==> src/rtl/tap_seq_pkg.sv <==
package tap_seq_pkg;

  localparam int STATE_W = 4;

  typedef enum logic [STATE_W-1:0] {
    PH_RESET   = 4'd0,
    PH_IDLE    = 4'd1,
    PH_SELDR   = 4'd2,
    PH_CAPTURE = 4'd3,
    PH_SHIFT   = 4'd4,
    PH_EXIT1   = 4'd5,
    PH_PAUSE   = 4'd6,
    PH_EXIT2   = 4'd7,
    PH_UPDATE  = 4'd8,
    PH_SELIR   = 4'd9
  } tapPhase_e;

  // strobes from the sequencing control to the branch register
  typedef struct packed {
    logic enterDr;
    logic enterIr;
    logic leavePhase;
  } branchCtl_t;

endpackage

==> src/rtl/tap_seq_ctrl.sv <==
module tap_seq_ctrl
  import tap_seq_pkg::*;
(
  input  logic       tck,
  input  logic       trstN,
  input  logic       tmsIn,
  output tapPhase_e  stateQ,
  output tapPhase_e  stateD,
  output branchCtl_t ctl
);

  always_comb begin
    stateD = stateQ;
    unique case (stateQ)
      PH_RESET:   stateD = tmsIn ? PH_RESET  : PH_IDLE;
      PH_IDLE:    stateD = tmsIn ? PH_SELDR  : PH_IDLE;
      PH_SELDR:   stateD = tmsIn ? PH_SELIR  : PH_CAPTURE;
      PH_SELIR:   stateD = tmsIn ? PH_RESET  : PH_CAPTURE;
      PH_CAPTURE: stateD = tmsIn ? PH_EXIT1  : PH_SHIFT;
      PH_SHIFT:   stateD = tmsIn ? PH_EXIT1  : PH_SHIFT;
      PH_EXIT1:   stateD = tmsIn ? PH_UPDATE : PH_PAUSE;
      PH_PAUSE:   stateD = tmsIn ? PH_EXIT2  : PH_PAUSE;
      PH_EXIT2:   stateD = tmsIn ? PH_UPDATE : PH_SHIFT;
      PH_UPDATE:  stateD = tmsIn ? PH_SELDR  : PH_IDLE;
      default:    stateD = PH_RESET;
    endcase
  end

  always_comb begin
    ctl.enterDr    = (stateQ == PH_SELDR) && !tmsIn;
    ctl.enterIr    = (stateQ == PH_SELIR) && !tmsIn;
    ctl.leavePhase = (stateQ == PH_UPDATE);
  end

  always_ff @(posedge tck or negedge trstN) begin
    if (!trstN) stateQ <= PH_RESET;
    else        stateQ <= stateD;
  end

endmodule

==> src/rtl/tap_seq_branch.sv <==
module tap_seq_branch
  import tap_seq_pkg::*;
(
  input  logic       tck,
  input  logic       trstN,
  input  branchCtl_t ctl,
  input  tapPhase_e  stateQ,
  output logic       drActive,
  output logic       irActive,
  output logic       inReset,
  output logic       drCapture,
  output logic       drShift,
  output logic       drUpdate
);

  logic drQ, irQ;

  always_ff @(posedge tck or negedge trstN) begin
    if (!trstN) begin
      drQ <= 1'b0;
      irQ <= 1'b0;
    end else if (ctl.enterDr) begin
      drQ <= 1'b1;
      irQ <= 1'b0;
    end else if (ctl.enterIr) begin
      drQ <= 1'b0;
      irQ <= 1'b1;
    end else if (ctl.leavePhase) begin
      drQ <= 1'b0;
      irQ <= 1'b0;
    end
  end

  assign drActive  = drQ;
  assign irActive  = irQ;
  assign inReset   = (stateQ == PH_RESET);
  assign drCapture = drQ && (stateQ == PH_CAPTURE);
  assign drShift   = drQ && (stateQ == PH_SHIFT);
  assign drUpdate  = drQ && (stateQ == PH_UPDATE);

endmodule

==> src/rtl/tap_sequencer.sv <==
module tap_sequencer
  import tap_seq_pkg::*;
(
  input  logic               tck,
  input  logic               trstN,
  input  logic               tmsIn,
  output logic [STATE_W-1:0] curState,
  output logic [STATE_W-1:0] nxtState,
  output logic               drActive,
  output logic               irActive,
  output logic               inReset,
  output logic               drCapture,
  output logic               drShift,
  output logic               drUpdate
);

  tapPhase_e  stateQ, stateD;
  branchCtl_t ctl;

  tap_seq_ctrl i_ctrl (
    .tck    (tck),
    .trstN  (trstN),
    .tmsIn  (tmsIn),
    .stateQ (stateQ),
    .stateD (stateD),
    .ctl    (ctl)
  );

  tap_seq_branch i_branch (
    .tck       (tck),
    .trstN     (trstN),
    .ctl       (ctl),
    .stateQ    (stateQ),
    .drActive  (drActive),
    .irActive  (irActive),
    .inReset   (inReset),
    .drCapture (drCapture),
    .drShift   (drShift),
    .drUpdate  (drUpdate)
  );

  assign curState = stateQ;
  assign nxtState = stateD;

endmodule

==> config.mk <==
export PLATFORM = sky130hd
export DESIGN_NAME = tap_sequencer
export DESIGN_NICKNAME = d
export VERILOG_FILES = /design/src/rtl/tap_seq_pkg.sv /design/src/rtl/tap_seq_ctrl.sv /design/src/rtl/tap_seq_branch.sv /design/src/rtl/tap_sequencer.sv
export SDC_FILE = /design/constraint.sdc
export NUM_CORES = 1
export LEC_CHECK = 0
export ABC_AREA = 1
export BUFFER_PORTS_ARGS = -buffer_cell sky130_fd_sc_hd__buf_2
export CORE_AREA = 5 5 42 44
export DETAILED_ROUTE_END_ITERATION = 12
export DIE_AREA = 0 0 47 49
export PLACE_DENSITY_LB_ADDON = 0.2
export SYNTH_ARGS = -nofsm -noshare
export SYNTH_HDL_FRONTEND = slang
export SYNTH_SLANG_ARGS = --single-unit
==> constraint.sdc <==
create_clock -name tck -period 1.3 [get_ports tck]
set_input_delay 0.26 -clock tck [delete_from_list [all_inputs] [get_ports tck]]
set_output_delay 0.26 -clock tck [all_outputs]
set_load 0.02 [all_outputs]
# Yosys cells after proc, flatten, opt, wreduce, memory -nomap -nowiden
# Cells that the tools add are included.
[op_classes]
addsub = 0
mul = 0
div = 0
order_cmp = 0
eq_ne = 9
shift = 0
mux = 14
bitwise = 0
reduce_logical = 10
[op_table]
columns = ["cell", "n"]
rows = [
  ["$pmux 4 s8", 1],
  ["$eq 4x3->1 const B", 4],
  ["$mux 4", 3],
  ["$eq 4x2->1 const B", 2],
  ["$eq 4x4->1 const B", 2],
  ["$mux 1", 8],
  ["$logic_and 1x1->1", 5],
  ["$eq 4x1->1 const B", 1],
  ["$logic_not 4->1", 1],
  ["$mux 2", 2],
  ["$reduce_or 2->1", 2],
  ["$reduce_bool 3->1", 1],
  ["$logic_not 1->1", 1],
]
[totals]
register_bits = 6
latchBits = 0
ram_bits = 0
rom_bits = 0
out_inout_bits = 14
word_cells = 36
mem_count = 0

# Depth between registers and ports, before layout
# Gate-level depths: netlist of run 1.
[logic_depth]
depth_word = 4
ltp_mapped = 6
ltp_nobuf = 6

# Modules after synthesis
# Synthesis of run 1 repeated with hierarchy kept, for this count alone.
[hier_totals]
cells_unflattened = 56
area_unflattened_um2 = 377.9
[by_module_without_submodules]
columns = ["mod", "n_inst", "cells_per_inst", "area_each_um2"]
rows = [
  ["tap_seq_ctrl", 1, 37, 252.7],
  ["tap_seq_branch", 1, 19, 125.1],
]

# Least setup slack after synthesis of run 1
# Ideal clock, no wire load.
[synth_path]
path_type = "reg2out"
start = "register i_ctrl.stateQ[3]"
end = "output port nxtState[3]"
arrival_time_ns = 1.244
setup_slack_ns = -0.204
stages_incl_launch_ff = 6
n_path_buf = 0
path_cell_list = "dfrtp_1 nor2_2 inv_1 nor2_2 a21oi_1 nor2_1"
[synth_between]
elab_chain_len = 3
word_cells_on_any_way = 13
[synth_rtl]
columns = ["item", "line", "source"]
rows = [
  ["from (decl)", "tap_seq_ctrl.sv:7", "output tapPhase_e stateQ,"],
  ["from (signal assigned)", "tap_seq_ctrl.sv:37", "else stateQ <= stateD;"],
  ["$eq 4x4->1, or another cell as far along", "tap_seq_ctrl.sv:14", "unique case (stateQ)"],
  ["$reduce_or 2->1 (no line)", "--", ""],
  ["$pmux 4 s8 (*)", "tap_seq_ctrl.sv:14", ""],
  ["to (decl)", "tap_sequencer.sv:8", "output logic [STATE_W-1:0] nxtState,"],
]
# Every way passes the cells marked *; elsewhere a longest branch is shown, timed or not.

# Final worst setup path of run 1
[layout_path]
start = "register i_ctrl.stateQ[3]"
end = "output port nxtState[2]"
# The elaborated chain is that of the path after synthesis.

==> results of run 1 <==
==> cell type report <==
cell class	instances	area share
clock buffer	4	0.0369
inverter	11	0.0580
multi-input combinational	40	0.357
sequential	6	0.218
tap	16	0.0281
timing repair buffer	28	0.302
==> sequential cells by signal, indices dropped and copies added (netlist names) <==
register           flops
i_branch.drActive      1
i_branch.irActive      1
i_ctrl.stateQ          4
==> kinds of logic (layout without fill, tap and decap cells) <==
logic type / count (synthesis) / in the layout / synth area share
AND/OR/NAND/NOR: 38 / 38 / 0.489
flip-flops: 6 / 6 / 0.381
AO/OA/AOI/OAI: 2 / 2 / 0.0254
buffers and inverters: 11 / 43 / 0.105
==> timing repair <==
item                       4_1_cts  5_1_grt
gates cloned                     0        0
hold buffers                     1        0
buffers inserted                 2        3
setup endpoints to repair        8        9
pin swaps                        3        5
gates resized for setup         12       13
hold endpoints to repair         6        0
==> cell usage in the layout, fill, tap and decap left out, drive strengths merged <==
cell | Yosys | layout
buf | 0 | 27
nand2 | 16 | 16
nor2 | 13 | 13
inv | 11 | 11
nand3 | 6 | 6
dfrtp | 6 | 6
clkbuf | 0 | 4
nand4 | 3 | 3
a21oi | 1 | 1
o21ai | 1 | 1
dlygate4sd3 | 0 | 1
==> per-stage QoR <==
stage | setup slack, ns | TNS [ns] | area, um2
6_report | -0.327 | -2.17 | 712
5_1_grt | -0.409 | -2.85 | 712
4_1_cts | -0.327 | -2.19 | 658
3_5_place_dp | -0.0778 | -0.283 | 572
3_3_place_gp | -0.0906 | -0.318 | 572
2_1_floorplan | -0.0298 | -0.0834 | 412
==> worst min-delay path, delay by kind of cell <==
kind          cells  cell delay [ns]
buf+inv           2             0.18
simple gates      2             0.12
==> routing by layer <==
metal  GRT usage  share of wire  up-vias
li1            -              -      240
met1       0.135           0.43      219
met2       0.174           0.49       13
met3      0.0332          0.054        3
met4      0.0553          0.019        0
met5           0              0        -
==> report_power, final <==
group          switching, mW  internal [mW]
sequential            0.0889          0.267
combinational          0.685          0.493
clock                 0.0866          0.118
total                  0.860          0.877
==> Yosys cell counts <==
master   count
a21oi_1      1
dfrtp_1      6
inv_1        9
inv_2        2
nand2_1     15
nand2_2      1
nand3_1      4
nand3_2      2
nand4_1      3
nor2_1       8
nor2_2       3
nor2_4       2
o21ai_0      1
==> worst paths after layout <==
path | endpoint | slack (ns) | cells after the start
max | nxtState[2] | -0.33 | 5
min | i_ctrl.stateQ[1]$_DFF_PN0_ | 0.35 | 4
max reg2reg | i_branch.irActive$_DFFE_PN0P_ | 0.09 | 6
min reg2reg | i_branch.irActive$_DFFE_PN0P_ | 0.52 | 2
max in group asynchronous | i_ctrl.stateQ[1]$_DFF_PN0_ | 0.75 | 2
min in group asynchronous | i_ctrl.stateQ[0]$_DFF_PN0_ | 0.36 | 2
==> flow_metrics.py, run 1 <==
metrics = {
    "power": {
        "power_mw": 1.74,
        "vdd.ir_drop.worst_uv": 1110,
        "p_per_area_nw_per_um2": 2440,
        "leakagePower_nw": 0.391,
    },
    "critical_path": {
        "cp_max_fo": 5,
        "path_buf_inv": 2,
        "crit_type": "register to output pin",
        "endpoint_kind": "output pin",
        "slowest_stage": "dfrtp_2",
        "critical_path.max_stage_delay_ns": 0.44,
        "start_kind": "register",
        "r2r-start": "i_ctrl.stateQ[0]$_DFF_PN0_",
        "cp_top_family": "flip-flops",
        "cp_common_cell": "buf_4",
        "startpoint": "i_ctrl.stateQ[3]$_DFF_PN0_",
        "critical_path.cell_chain": "buf_4 -> nor2_4 -> nand2_1 -> nand4_1 -> buf_4",
        "cp.arrival_ns": 1.37,
        "cp.required_ns": 1.04,
    },
    "logic_synthesis": {
        "ys_types": 13,
        "yosysTopAreaCellShare": 0.381,
        "syn-num-nets": 60,
        "yosysSeqAreaShare": 0.381,
        "yosysTopAreaCell": "dfrtp_1",
        "synth_area_leaders": "dfrtp_1, nand2_1, inv_1",
        "syn-cell-area_um2": 394,
        "yosysWarnings": 0,
        "avgSynthCellArea_um2": 6.91,
        "synth_seq_cells": 6,
        "synthCells": 57,
    },
    "routing": {
        "drt_iter0_drc": 3,
        "drc_errors": 0,
        "dr.pass1.iters": 4,
        "vias": 475,
        "via_per_inst": 4.52,
        "wire_per_inst_um": 11.0,
        "drtAntennaViolNets": 0,
        "wirelength_mm": 1.16,
    },
    "finish": {
        "seqCellArea_um2": 155,
        "insertedDiodeCount": 0,
        "fin_nets": 93,
        "syn_to_final_growth_pct": 80.6,
        "layout.cells.non_filler": 105,
        "final_layout_size_suffix_gt1_frac": 0.607,
        "n_fill_cell": 148,
        "final_util": 0.508,
        "multi_input_area_um2": 254,
    },
    "place": {
        "portBuffers": 16,
        "dp_hpwl_um": 885,
        "place_congestion": 0.780,
        "placed_cells": 97,
    },
    "grt": {
        "antenna_found_initial": 0,
        "track_usage": 0.112,
        "grt_pass1_wl_mm": 1.84,
        "gr-total-overflow": 0,
        "grt_start_max_net_pins": 7,
        "grt_pass1_vias": 432,
    },
    "die": {
        "fp-row-count": 14,
        "initial_core_util": 0.281,
        "coreArea_um2": 1400,
        "ios": 17,
        "die_h_um": 49,
        "die_area_um2": 2300,
        "chipWidth_um": 47,
    },
    "timing": {
        "skew_ns": 0.0100,
        "worstMarginPinSlew_ns": 0.220,
        "slew_violations": 0,
        "slew_headroom": 0.853,
        "fin_crit_ns": 1.63,
        "max_freq_mhz": 615,
        "hold_violations": 0,
        "rsz0062_at_grt": "yes",
        "fin_crit_sh": 1.25,
        "setup_slack_ns": -0.327,
        "hold_ws_ns": 0.352,
        "finalSetupViolCount": 8,
    },
    "min_path": {
        "hp-start": "tmsIn",
        "hp-class": "input pin to register",
    },
    "outcome": {
        "outcome": "finished with violations",
        "violations": "negative setup slack",
    },
    "clock_network": {
        "root_buffer": "clkbuf_4",
        "htreeDepth": 1,
        "cts_tree": "yes",
        "cts_sinks": 6,
        "clkTransAtPathRegs_ns": 0.06,
        "worstSkewPairLatency_ns": 0.26,
        "clock_path_buffers": 2,
        "cts-buffers-inserted": 3,
    },
    "job": {
        "drv_cap": 0,
    },
}
Note: power is estimated with default switching activity, not from simulation.
==> run 2: changes to the inputs <==
--- a/config.mk
+++ b/config.mk
@@ -10,6 +10,7 @@
 export CORE_AREA = 5 5 42 44
 export DETAILED_ROUTE_END_ITERATION = 12
 export DIE_AREA = 0 0 47 49
+export GPL_TIMING_DRIVEN = 0
 export PLACE_DENSITY_LB_ADDON = 0.2
 export SYNTH_ARGS = -nofsm -noshare
 export SYNTH_HDL_FRONTEND = slang
==> run 2 against run 1 <==
Compared with the run above: the run still ends with negative setup slack left; clock power shrank 19%; maximum frequency increased by 1.7%; register-to-register slack improved by 0.10 ns; hold slack worse by 0.051 ns; flip-flop and latch count unchanged; largest cell class unchanged; global-route usage decreased by 1.5 points; final cell count fell by 7.6%.
==> flow_metrics.py, run 2 (synthesis gave the netlist of run 1 again) <==
metrics = {
    "outcome": {
        "outcome": "finished with violations",
        "violations": "negative setup slack",
    },
    "grt": {
        "gr-total-overflow": 0,
        "antenna_found_initial": 0,
        "track_usage": 0.0968,
        "gr-max-usage-layer": "met2",
        "grtUsageMet2": 0.149,
        "grt_pass1_vias": 382,
        "use_met3": 0.0664,
        "met1_usage": 0.111,
        "grt_start_max_net_pins": 7,
        "grt_pass1_wl_mm": 1.59,
    },
    "timing": {
        "slew_violations": 0,
        "setup_slack_ns": -0.299,
        "max_freq_mhz": 625,
        "hold_violations": 0,
        "rsz0062_at_grt": "yes",
        "slew_headroom": 0.851,
        "fin_crit_sh": 1.23,
        "skew_ns": 0.00294,
        "finalSetupViolCount": 8,
        "fin_crit_ns": 1.60,
        "worstMarginPinSlew_ns": 0.223,
    },
    "clock_network": {
        "clkTransAtPathRegs_ns": 0.04,
        "cts_tree": "yes",
        "cts-buffers-inserted": 3,
        "root_buffer": "clkbuf_4",
        "clock_path_buffers": 2,
        "cts_sinks": 6,
        "worstSkewPairLatency_ns": 0.24,
        "htreeDepth": 1,
    },
    "critical_path": {
        "crit_type": "register to output pin",
        "critical_path.cell_chain": "inv_2 -> nor2_4 -> nand2_1 -> nand2_1 -> nand2_2 -> nand4_1 -> buf_4",
        "start_kind": "register",
        "cp_common_cell": "nand2_1",
        "cp.arrival_ns": 1.34,
        "slowest_stage": "dfrtp_2",
        "cp_top_family": "flip-flops",
        "cp.required_ns": 1.04,
        "reg2reg_depth": 5,
        "endpoint_kind": "output pin",
        "cp_max_fo": 5,
        "path_depth": 7,
        "critical_path.max_stage_delay_ns": 0.45,
        "path_buf_inv": 2,
    },
    "finish": {
        "final_layout_size_suffix_gt1_frac": 0.630,
        "final_cell_mix": "nand2_1, buf_2, nor2_4, buf_4, inv_1",
        "layout_commonest_cell": "nand2_1",
        "seqCellArea_um2": 155,
        "multi_input_area_um2": 269,
        "largest_register": "i_ctrl.stateQ",
        "largest_reg_flops": 4,
        "n_fill_cell": 142,
        "syn_to_final_growth_pct": 69.2,
        "insertedDiodeCount": 0,
        "fin_nets": 86,
    },
    "power": {
        "power_mw": 1.68,
        "leakagePower_nw": 0.359,
        "p_per_area_nw_per_um2": 2520,
        "vdd.ir_drop.worst_uv": 1270,
    },
    "place": {
        "place_congestion": 0.821,
        "portBuffers": 16,
        "dp_slack_ns": -0.120,
        "dp_hpwl_um": 770,
    },
    "routing": {
        "drtAntennaViolNets": 0,
        "drc_errors": 0,
        "wire_per_inst_um": 10.3,
        "dr.pass1.iters": 4,
        "drt_iter0_drc": 1,
        "wirelength_um": 995,
        "via_per_inst": 4.41,
        "vias": 428,
    },
    "die": {
        "chipWidth_um": 47,
        "initial_core_util": 0.281,
        "ios": 17,
        "die_area_um2": 2300,
        "fp-row-count": 14,
        "die_h_um": 49,
        "coreArea_um2": 1400,
    },
    "job": {
        "drv_cap": 0,
    },
    "min_path": {
        "hp-class": "input pin to register",
        "worstHoldPathCells": 3,
    },
}
==> run 2: cell count changes in the layout (fill, tap and decap cells not counted), sizes merged <==
cell | previous run | this run
buf | 27 | 20
clkbuf | 4 | 3
==> run 2: final timing paths <==
kind	end	slack, ns	from
max in group asynchronous	i_ctrl.stateQ[0]$_DFF_PN0_	0.77	trstN
setup reg to reg	i_branch.irActive$_DFFE_PN0P_	0.19	i_ctrl.stateQ[2]$_DFF_PN0_
hold / removal	i_ctrl.stateQ[0]$_DFF_PN0_	0.30	tmsIn
hold reg to reg	i_branch.irActive$_DFFE_PN0P_	0.51	i_branch.irActive$_DFFE_PN0P_
setup / recovery	nxtState[2]	-0.30	i_ctrl.stateQ[0]$_DFF_PN0_
min in group asynchronous	i_branch.drActive$_DFFE_PN0P_	0.37	trstN
==> run 2: per-stage QoR <==
step / TNS [ns] / cells / cell area [um2] / hold WS (ns) / utilization
finish: -1.76 / 97 / 667 / 0.301 / 0.476
global route: -2.42 / 97 / 667 / 0.305 / 0.476
floorplan: -0.0834 / 57 / 412 / -0.0356 / -
global placement: -0.383 / 89 / 512 / 0.0896 / 0.365
CTS: -1.86 / 97 / 621 / 0.296 / 0.443
detailed placement: -0.363 / 89 / 512 / 0.0927 / 0.365
==> run 2: final cells by class <==
class | instances | share of cell area
Clock buffer | 3 | 0.0338
Inverter | 11 | 0.0619
Multi-Input combinational cell | 40 | 0.403
Sequential cell | 6 | 0.233
Tap cell | 16 | 0.0300
Timing Repair Buffer | 21 | 0.238
==> run 2: power by group <==
| part | internal (mW) | switching [mW] | total [mW] | leakage [nW] |
|---|---|---|---|---|
| clock | 0.104 | 0.0615 | 0.165 | 0.0138 |
| combinational | 0.458 | 0.675 | 1.13 | 0.273 |
| sequential | 0.267 | 0.116 | 0.383 | 0.0718 |
==> run 2: per-layer routing <==
layer	part of all wire	up-vias
li1	-	223
met1	0.44	194
met2	0.48	11
met3	0.076	0
met4	0	0
met5	0	-
==> run 2: timing repair <==
item,in CTS,in global routing
pin swaps,4,2
hold endpoints to repair,6,0
gates cloned,0,0
setup buffers,4,0
gates resized for setup,16,13
endpoints found under the setup margin,8,8
hold buffers,1,0
==> run 2: worst register-to-register path: cells and delay by family, from the launching register on <==
kind	cells	cell delay (ns)
buf+inv	1	0.15
flops	1	0.44
simple gates	4	0.41
